**config.mk**
```make
export PLATFORM = sky130hd
export DESIGN_NAME = hyp_tlb_flush
export DESIGN_NICKNAME = d
export VERILOG_FILES = /design/src/rtl/hyp_tlb_flush_pkg.sv /design/src/rtl/hyp_tlb_flush_ctrl.sv /design/src/rtl/hyp_tlb_flush_dp.sv /design/src/rtl/hyp_tlb_flush.sv
export SDC_FILE = /design/constraint.sdc
export NUM_CORES = 1
export LEC_CHECK = 0
export BUFFER_PORTS_ARGS = -buffer_cell sky130_fd_sc_hd__buf_2
export CAP_MARGIN = 20
export CORE_MARGIN = 4
export CORE_UTILIZATION = 59
export DETAILED_ROUTE_END_ITERATION = 16
export PLACE_DENSITY = 0.85
export SLEW_MARGIN = 20
export SYNTH_ARGS = -nofsm -noshare
export SYNTH_HDL_FRONTEND = slang
export SYNTH_SLANG_ARGS = --single-unit
export TNS_END_PERCENT = 30
```
**constraint.sdc**
```tcl
create_clock -name clk -period 3.41 [get_ports clk]
set_clock_uncertainty 0.1 [all_clocks]
set_input_delay 0.682 -clock clk [delete_from_list [all_inputs] [get_ports clk]]
set_output_delay 0.682 -clock clk [all_outputs]
set_load 0.05 [all_outputs]
```
**src/rtl/hyp_tlb_flush_pkg.sv**
```systemverilog
package hyp_tlb_flush_pkg;

  // Regime tag carried by each TLB entry
  typedef enum logic [1:0] {
    RGM_EL10 = 2'd0,
    RGM_EL2  = 2'd1,
    RGM_EL20 = 2'd2,
    RGM_EL3  = 2'd3
  } regime_e;

  typedef enum logic [1:0] {
    ST_IDLE  = 2'd0,
    ST_SWEEP = 2'd1,
    ST_DRAIN = 2'd2
  } flushState_e;

  typedef struct packed {
    logic       valid;
    logic       stage2;
    regime_e    regime;
    logic [1:0] secState;
    logic [1:0] level;
    logic       xs;
  } tlbEntry_t;

  // Strobes from control to datapath
  typedef struct packed {
    logic       start;      // latch key, reset sweep index, take snapshot
    logic       step;       // clear current index if it matches, advance
    logic       excludeXs;  // snapshot mask selection at start
    regime_e    regime;     // key regime at start
    logic [1:0] secState;   // key security state at start
  } sweepCtl_t;

endpackage

```
**src/rtl/hyp_tlb_flush_ctrl.sv**
```systemverilog
module hyp_tlb_flush_ctrl
  import hyp_tlb_flush_pkg::*;
(
  input  logic       clk,
  input  logic       rstN,
  input  logic       cmdValid,
  output logic       cmdReady,
  input  logic       cmdRegimeSel,
  input  logic [1:0] cmdSecState,
  input  logic       cmdExcludeXs,
  input  logic       sweepLast,
  input  logic       drained,
  output sweepCtl_t  ctl,
  output logic       bcastValid,
  output logic       bcastRegimeSel,
  output logic [1:0] bcastSecState,
  output logic       bcastExcludeXs,
  output logic       busy,
  output logic       done
);

  flushState_e stateQ, stateD;
  logic accept;
  logic doneD;

  assign accept   = cmdValid && (stateQ == ST_IDLE);
  assign cmdReady = (stateQ == ST_IDLE);
  assign busy     = (stateQ != ST_IDLE);

  always_comb begin
    ctl           = '0;
    ctl.start     = accept;
    ctl.step      = (stateQ == ST_SWEEP);
    ctl.excludeXs = cmdExcludeXs;
    ctl.regime    = cmdRegimeSel ? RGM_EL20 : RGM_EL2;
    ctl.secState  = cmdSecState;
  end

  always_comb begin
    stateD = stateQ;
    doneD  = 1'b0;
    unique case (stateQ)
      ST_IDLE:  if (accept) stateD = ST_SWEEP;
      ST_SWEEP: if (sweepLast) stateD = ST_DRAIN;
      ST_DRAIN: begin
        if (drained) begin
          stateD = ST_IDLE;
          doneD  = 1'b1;
        end
      end
      default:  stateD = ST_IDLE;
    endcase
  end

  always_ff @(posedge clk) begin
    if (!rstN) begin
      stateQ         <= ST_IDLE;
      done           <= 1'b0;
      bcastValid     <= 1'b0;
      bcastRegimeSel <= 1'b0;
      bcastSecState  <= 2'd0;
      bcastExcludeXs <= 1'b0;
    end else begin
      stateQ     <= stateD;
      done       <= doneD;
      bcastValid <= accept;
      if (accept) begin
        bcastRegimeSel <= cmdRegimeSel;
        bcastSecState  <= cmdSecState;
        bcastExcludeXs <= cmdExcludeXs;
      end
    end
  end

endmodule

```
**src/rtl/hyp_tlb_flush_dp.sv**
```systemverilog
module hyp_tlb_flush_dp
  import hyp_tlb_flush_pkg::*;
#(
  parameter int ENTRIES = 8,
  parameter int NACC    = 4,
  localparam int IDXW   = (ENTRIES > 1) ? $clog2(ENTRIES) : 1
) (
  input  logic            clk,
  input  logic            rstN,
  input  sweepCtl_t       ctl,
  input  logic            fillEn,
  input  logic [IDXW-1:0] fillIdx,
  input  logic            fillStage2,
  input  logic [1:0]      fillRegime,
  input  logic [1:0]      fillSecState,
  input  logic [1:0]      fillLevel,
  input  logic            fillXs,
  input  logic [IDXW-1:0] probeIdx,
  output tlbEntry_t       probeEntry,
  input  logic [NACC-1:0] accPending,
  input  logic [NACC-1:0] accXs,
  output logic            sweepLast,
  output logic            drained,
  output logic            matchLeft
);

  tlbEntry_t       tlbQ [ENTRIES];
  tlbEntry_t       fillEntry;
  logic [ENTRIES-1:0] hitVec;
  regime_e         keyRegimeQ;
  logic [1:0]      keySecQ;
  logic [IDXW-1:0] sweepIdxQ;
  logic [NACC-1:0] snapQ;

  always_comb begin
    fillEntry          = '0;
    fillEntry.valid    = 1'b1;
    fillEntry.stage2   = fillStage2;
    fillEntry.regime   = regime_e'(fillRegime);
    fillEntry.secState = fillSecState;
    fillEntry.level    = fillLevel;
    fillEntry.xs       = fillXs;
  end

  // Entry storage, one register slot per entry
  for (genvar g = 0; g < ENTRIES; g++) begin : g_entry
    assign hitVec[g] = tlbQ[g].valid && !tlbQ[g].stage2 &&
                       (tlbQ[g].regime == keyRegimeQ) &&
                       (tlbQ[g].secState == keySecQ);

    always_ff @(posedge clk) begin
      if (!rstN) begin
        tlbQ[g] <= '0;
      end else if (ctl.step && (sweepIdxQ == IDXW'(g)) && hitVec[g]) begin
        tlbQ[g].valid <= 1'b0;
      end else if (fillEn && (fillIdx == IDXW'(g))) begin
        tlbQ[g] <= fillEntry;
      end
    end
  end

  assign matchLeft = |hitVec;

  always_comb begin
    if (int'(probeIdx) < ENTRIES) probeEntry = tlbQ[probeIdx];
    else                          probeEntry = '0;
  end

  // Match key and sweep index
  assign sweepLast = (sweepIdxQ == IDXW'(ENTRIES - 1));

  always_ff @(posedge clk) begin
    if (!rstN) begin
      keyRegimeQ <= RGM_EL2;
      keySecQ    <= 2'd0;
      sweepIdxQ  <= '0;
    end else if (ctl.start) begin
      keyRegimeQ <= ctl.regime;
      keySecQ    <= ctl.secState;
      sweepIdxQ  <= '0;
    end else if (ctl.step && !sweepLast) begin
      sweepIdxQ  <= sweepIdxQ + IDXW'(1);
    end
  end

  // Snapshot of accesses that completion must wait for; bits only fall
  always_ff @(posedge clk) begin
    if (!rstN) begin
      snapQ <= '0;
    end else if (ctl.start) begin
      snapQ <= accPending & (ctl.excludeXs ? ~accXs : {NACC{1'b1}});
    end else begin
      snapQ <= snapQ & accPending;
    end
  end

  assign drained = ~|(snapQ & accPending);

endmodule

```
**src/rtl/hyp_tlb_flush.sv**
```systemverilog
module hyp_tlb_flush
  import hyp_tlb_flush_pkg::*;
#(
  parameter int ENTRIES = 8,
  parameter int NACC    = 4,
  localparam int IDXW   = (ENTRIES > 1) ? $clog2(ENTRIES) : 1
) (
  input  logic            clk,
  input  logic            rstN,
  input  logic            cmdValid,
  output logic            cmdReady,
  input  logic            cmdRegimeSel,
  input  logic [1:0]      cmdSecState,
  input  logic            cmdExcludeXs,
  input  logic [63:0]     cmdOperand,
  input  logic            fillEn,
  input  logic [IDXW-1:0] fillIdx,
  input  logic            fillStage2,
  input  logic [1:0]      fillRegime,
  input  logic [1:0]      fillSecState,
  input  logic [1:0]      fillLevel,
  input  logic            fillXs,
  input  logic [IDXW-1:0] probeIdx,
  output logic            probeValid,
  output logic            probeStage2,
  output logic [1:0]      probeRegime,
  output logic [1:0]      probeSecState,
  output logic [1:0]      probeLevel,
  output logic            probeXs,
  input  logic [NACC-1:0] accPending,
  input  logic [NACC-1:0] accXs,
  output logic            bcastValid,
  output logic            bcastRegimeSel,
  output logic [1:0]      bcastSecState,
  output logic            bcastExcludeXs,
  output logic            busy,
  output logic            done
);

  sweepCtl_t ctl;
  tlbEntry_t probeEntry;
  logic      sweepLast;
  logic      drained;
  logic      matchLeft;
  logic      unusedOperand;

  // The operand carries no fields
  assign unusedOperand = ^cmdOperand;

  hyp_tlb_flush_ctrl ctrl_i (
    .clk           (clk),
    .rstN          (rstN),
    .cmdValid      (cmdValid),
    .cmdReady      (cmdReady),
    .cmdRegimeSel  (cmdRegimeSel),
    .cmdSecState   (cmdSecState),
    .cmdExcludeXs  (cmdExcludeXs),
    .sweepLast     (sweepLast),
    .drained       (drained),
    .ctl           (ctl),
    .bcastValid    (bcastValid),
    .bcastRegimeSel(bcastRegimeSel),
    .bcastSecState (bcastSecState),
    .bcastExcludeXs(bcastExcludeXs),
    .busy          (busy),
    .done          (done)
  );

  hyp_tlb_flush_dp #(
    .ENTRIES(ENTRIES),
    .NACC   (NACC)
  ) dp_i (
    .clk         (clk),
    .rstN        (rstN),
    .ctl         (ctl),
    .fillEn      (fillEn),
    .fillIdx     (fillIdx),
    .fillStage2  (fillStage2),
    .fillRegime  (fillRegime),
    .fillSecState(fillSecState),
    .fillLevel   (fillLevel),
    .fillXs      (fillXs),
    .probeIdx    (probeIdx),
    .probeEntry  (probeEntry),
    .accPending  (accPending),
    .accXs       (accXs),
    .sweepLast   (sweepLast),
    .drained     (drained),
    .matchLeft   (matchLeft)
  );

  assign probeValid    = probeEntry.valid;
  assign probeStage2   = probeEntry.stage2;
  assign probeRegime   = probeEntry.regime;
  assign probeSecState = probeEntry.secState;
  assign probeLevel    = probeEntry.level;
  assign probeXs       = probeEntry.xs;

endmodule

```
; Word level (Yosys, flattened, before mapping)
; Memories as Yosys holds them, arrays and structs flattened.
; Index checks and enable logic that the tools add are counted.
[totals]
mem_bits_ro = 0
latch_bits = 0
word_cells = 230
ramBits = 72
memories = 1
output_inout_bits = 17
regBits = 17
[mem_list]
columns = memory, words, width, rd, rd_clocked_by_memory_dff, write_ports, line
row1 = dp_i.tlbQ, 8, 9, 9, 0, 8, hyp_tlb_flush_dp.sv:27  ; tlbEntry_t tlbQ [ENTRIES];
[classes]
eq_ne = 35
magnitude_cmp = 0
n_mux = 89
div_mod_pow = 0
bitwise_logic = 28
n_shift = 0
multipliers = 0
addsub = 1
n_reduce_logical = 67
[ops]
columns = op, n
row1 = 1-bit two-way mux, 74
row2 = 8-bit two-way mux, 8
row3 = 1-bit logical AND, 50
row4 = 2-bit == test, 16
row5 = "3-bit == test, second input constant", 8
row6 = 1-bit OR, 24
row7 = "3-bit by 2-bit == test with 1-bit output, second input constant", 4
row8 = 1-bit zero test, 9
row9 = 4-bit AND, 2
row10 = 2-bit two-way mux, 4
row11 = 4-bit two-way mux, 2
row12 = "3-bit by 1-bit == test with 1-bit output, second input constant", 2
row13 = 3-bit zero test, 2
row14 = 2-bit one-hot mux with 3 select lines, 1
row15 = "2-bit inequality test, second input constant", 2
row16 = 4-bit NOT, 1
row17 = 4-bit OR reduction, 1
row18 = "3-bit by 1-bit adder with 3-bit output, second input constant", 1
row19 = 3-bit AND reduction, 1
row20 = "2-bit by 1-bit == test with 1-bit output, second input constant", 1
row21 = "2-bit == test, second input constant", 1
row22 = 2-bit zero test, 1
row23 = "2-bit by 1-bit inequality test with 1-bit output, second input constant", 1
row24 = 2-bit AND reduction, 1
row25 = other kinds (3), 3

; Longest topological paths before layout
; An unclocked memory read counts as a cell.
[depth]
ltp_word = 11
mapped_depth = 6
depth_no_buf = 5

; Modules after synthesis
; A second synthesis with hierarchy kept.
[unflattened]
cells_unflattened = 395
area_unflattened_um2 = 4772.1
[modules_own_cells]
columns = module, area_each_um2, cells_per_inst, n_inst
row1 = hyp_tlb_flush_dp, 4400.5, 356, 1
row2 = hyp_tlb_flush_ctrl, 371.6, 39, 1

; Worst setup path before layout
; Ideal clock, no wire load.
[synth_timing]
path_type = input to output
start = input probeIdx[1]
end = output probeRegime[0]
cell_stages = 4
slack_ns = 0.681
arrival_ns = 1.947
cell_sequence = clkbuf_2 -> buf_1 -> mux4_2 -> mux2_2
[synth_via]
elab_chain_cells = 1
[synth_rtl]
columns = item, line
row1 = start: declaration, hyp_tlb_flush.sv:23  ; input logic [IDXW-1:0] probeIdx,
row2 = memory read 8 x 9 bit, --
row3 = end: declaration, hyp_tlb_flush.sv:26  ; output logic [1:0] probeRegime,
; No other way between the ends.

; Final worst setup path
[layout_timing]
start = input probeIdx[0]
end = output probeXs
[layout_via]
elab_chain_cells = 1
[layout_rtl]
columns = item, line
row1 = memory read 8 x 9 bit, --
row2 = end: declaration, hyp_tlb_flush.sv:29  ; output logic probeXs,
; No other way between the ends.

==> flow_metrics.py <==
metrics = {
    "status": {
        "status": "finished clean",
    },
    "detailed_routing": {
        "avgRoutedWirePerCell_um": 20.5,
        "drc": 0,
        "viasPerCell": 6.36,
        "drtIter0Drc": 621,
        "antenna_left": 0,
        "drt-pass1-iter-count": 5,
        "routed-via-count": 3790,
        "routed_wl_um": 12200,
    },
    "yosys": {
        "synth_top_area_frac": 0.435,
        "yosys.area.top_type": "edfxtp_1",
        "synth-async-reset-ratio": 0,
        "yosys-top-cells-area": "edfxtp_1 (43%), mux4_2 (8.2%), a21oi_1 (7.2%)",
        "synth-edff-count": 72,
        "ys.warnings.count": 0,
        "ys_ff_latch": 88,
        "syn_area_sq_um": 4970,
        "ys_seq_area_frac": 0.499,
        "synthCells": 463,
        "synth_cell_types": 44,
        "syn_nets": 563,
        "yosys_most_used_dff": "edfxtp_1",
        "syn_area_per_cell_sq_um": 10.7,
    },
    "timing": {
        "clock.fmax_mhz": 339,
        "maxSlewHeadroom": 0.432,
        "setup_violations": 0,
        "slew_violations": 0,
        "period_minus_slack_ns": 2.95,
        "tightest_slew_ns": 0.848,
        "hold_viol": 0,
        "rsz0062_at_grt": "no",
        "tns_ns": 0,
        "period_share": 0.865,
    },
    "layout": {
        "drive_gt1_frac": 0.232,
        "finish.instance_area_sq_um": 5450,
        "area_growth_pct": 9.51,
        "n_antenna_cell": 0,
        "nets": 586,
    },
    "cts": {
        "ctsRootBufferMaster": "clkbuf_8",
        "clk_latency_ns": 0.36,
        "cts.sinks": 88,
        "cts_resized": 0,
        "post_cts_buffers": 0,
        "cts_buffer_depth": 2,
        "h-tree-depth": 3,
        "cts_tree": "yes",
        "clk_pin_slew_ns": 0.09,
        "hold_buffers": 0,
        "cts_made_buffers": 9,
    },
    "die": {
        "dieHeight_um": 99.8,
        "ioPinCount": 111,
        "initial_core_util": 0.605,
        "die-area_sq_um": 9960,
        "die_x_um": 99.8,
        "rows": 33,
        "core_sq_um": 8220,
    },
    "worst_setup_path": {
        "ff2ff_setup_slack_ns": 0.88,
        "regToRegStartpoint": "dp_i.sweepIdxQ[0]",
        "path_class": "in -> out",
        "cp_data_arrival_time_ns": 2.17,
        "reg2reg_to": "dp_i.tlbQ[3][7]",
        "path_max_fanout": 18,
        "setup.worst_path.start_class": "primary input",
        "ff2ff_path_depth": 5,
        "crit_path_end_kind": "output pin",
        "cp.required_ns": 2.63,
    },
    "grt": {
        "grt_first_pass_wirelength_um": 19500,
        "antenna_found_initial": 0,
        "grt_use_met2": 0.418,
        "use_met3": 0.0368,
        "grt-ovfl-total": 0,
        "top_usage_layer": "met2",
        "grt_pass1_vias": 3711,
        "use_met1": 0.351,
        "grt_max_degree": 32,
        "grt_usage": 0.259,
    },
    "pwr": {
        "p_leak_nw": 2.05,
        "irDropWorstVdd_mv": 0.236,
        "powerDensity_nw_per_um2": 458,
    },
    "placement": {
        "portBuffers": 46,
        "dpl_cell_area_sq_um": 5230,
        "place_congestion": 0.874,
        "dpl.hpwl_um": 8710,
    },
    "hold_path": {
        "hold_end": "ctrl_i.bcastExcludeXs",
        "hold_path.startpoint": "ctrl_i.bcastExcludeXs",
        "hold_path_depth": 2,
        "hold_path_class": "reg -> reg",
    },
    "job": {
        "cap_violations": 0,
    },
}
-- Yosys cell counts, drive strengths merged (2+ instances only) --
cell type,instances
a21oi,77
nand3b,7
o2111a,4
a211o,8
nor3b,2
dfxtp,16
xor2,30
a31oi,8
nor4,7
a22oi,2
buf,20
edfxtp,72
mux4,18
clkbuf,30
and4b,3
xnor2,3
inv,5
and4,2
and2,8
ha,6
nor2,23
nand2,84
nor4bb,4
or3b,2
mux2,9
nand3,4
-- kinds of logic after synthesis --
kind of cell               synth area share
adders and majority gates            0.0151
and+or+nand+nor                       0.149
muxes                                 0.104
xor gates and xnor gates             0.0581
buffers and inverters                0.0498
DFF                                   0.499
AOI/OAI and AO/OA                     0.125
-- worst max-delay path, stage by stage --
cell	delay (ns)
buf_2	0.07
buf_4	0.30
mux4_2	0.58
mux2_2	0.30
buf_2	0.22
-- routing by layer --
| layer | routed length, um | part of all wire | vias to the layer above |
|---|---|---|---|
| li1 | - | - | 1719 |
| met1 | 4680 | 0.38 | 1763 |
| met2 | 5700 | 0.47 | 274 |
| met3 | 1360 | 0.11 | 34 |
| met4 | 443 | 0.036 | 0 |
| met5 | 0 | 0 | - |
-- registers in the layout, summed over array words and instances (netlist names) --
name	cells
ctrl_i.bcastExcludeXs	1
ctrl_i.bcastValid	1
ctrl_i.done	1
ctrl_i.stateQ	2
dp_i.keyRegimeQ	2
dp_i.keySecQ	2
dp_i.snapQ	4
dp_i.sweepIdxQ	3
dp_i.tlbQ	72
-- layout make-up --
| cell class | count | area [sq um] |
|---|---|---|
| Clock buffer | 10 | 128 |
| Fill cell | 603 | 2770 |
| Multi-Input combinational cell | 320 | 2240 |
| Timing Repair Buffer | 62 | 350 |
| Clock inverter | 6 | 92.6 |
| Inverter | 5 | 18.8 |
| Tap cell | 105 | 131 |
| Sequential cell | 88 | 2480 |
-- metrics by stage --
| stage | setup slack, ns | std cells | hold WS, ns | power (mW) | util |
|---|---|---|---|---|---|
| floorplan | 0.681 | 463 | 0.411 | 1.59 | - |
| global placement | 0.472 | 580 | 0.341 | 1.69 | 0.636 |
| CTS | 0.441 | 596 | 0.367 | 2.48 | 0.663 |
| global route | 0.376 | 596 | 0.387 | 2.57 | 0.663 |
| detailed placement | 0.445 | 580 | 0.356 | 1.70 | 0.636 |
| finish | 0.460 | 596 | 0.364 | 2.49 | 0.663 |
-- power by group --
group	switching [mW]	leakage [nW]	internal (mW)
clock network	0.388	0.103	0.417
registers	0.0604	0.832	1.23
logic	0.256	1.12	0.142
-- worst max path at each step --
| stage | from | end | slack [ns] | depth (start not counted) |
|---|---|---|---|---|
| after global routing | probeIdx[0] | probeLevel[1] | 0.38 | 5 |
| after detailed placement | probeIdx[0] | probeLevel[1] | 0.44 | 5 |
| after floorplan | probeIdx[1] | probeRegime[0] | 0.68 | 4 |
| after global placement | probeIdx[0] | probeXs | 0.47 | 5 |
| after CTS | probeIdx[0] | probeLevel[1] | 0.44 | 5 |
| final | probeIdx[0] | probeXs | 0.46 | 5 |
-- cell usage in the layout (no fill, tap or decap), drive strengths merged, types with 2 or more instances in the layout --
master and instances:
nand2 84, a21oi 77, edfxtp 72, buf 62, xor2 30, nor2 23, mux4 18, dfxtp 16
clkbuf 10, mux2 9, a211o 8, a31oi 8, and2 8, nand3b 7, nor4 7, ha 6
inv 6, nor4bb 4, nand3 4, o2111a 4, xnor2 3, and4b 3, and4 2, nor3b 2
a22oi 2, bufinv 2, clkinvlp 2, or3b 2
Note: power is estimated with default switching activity, not from simulation.
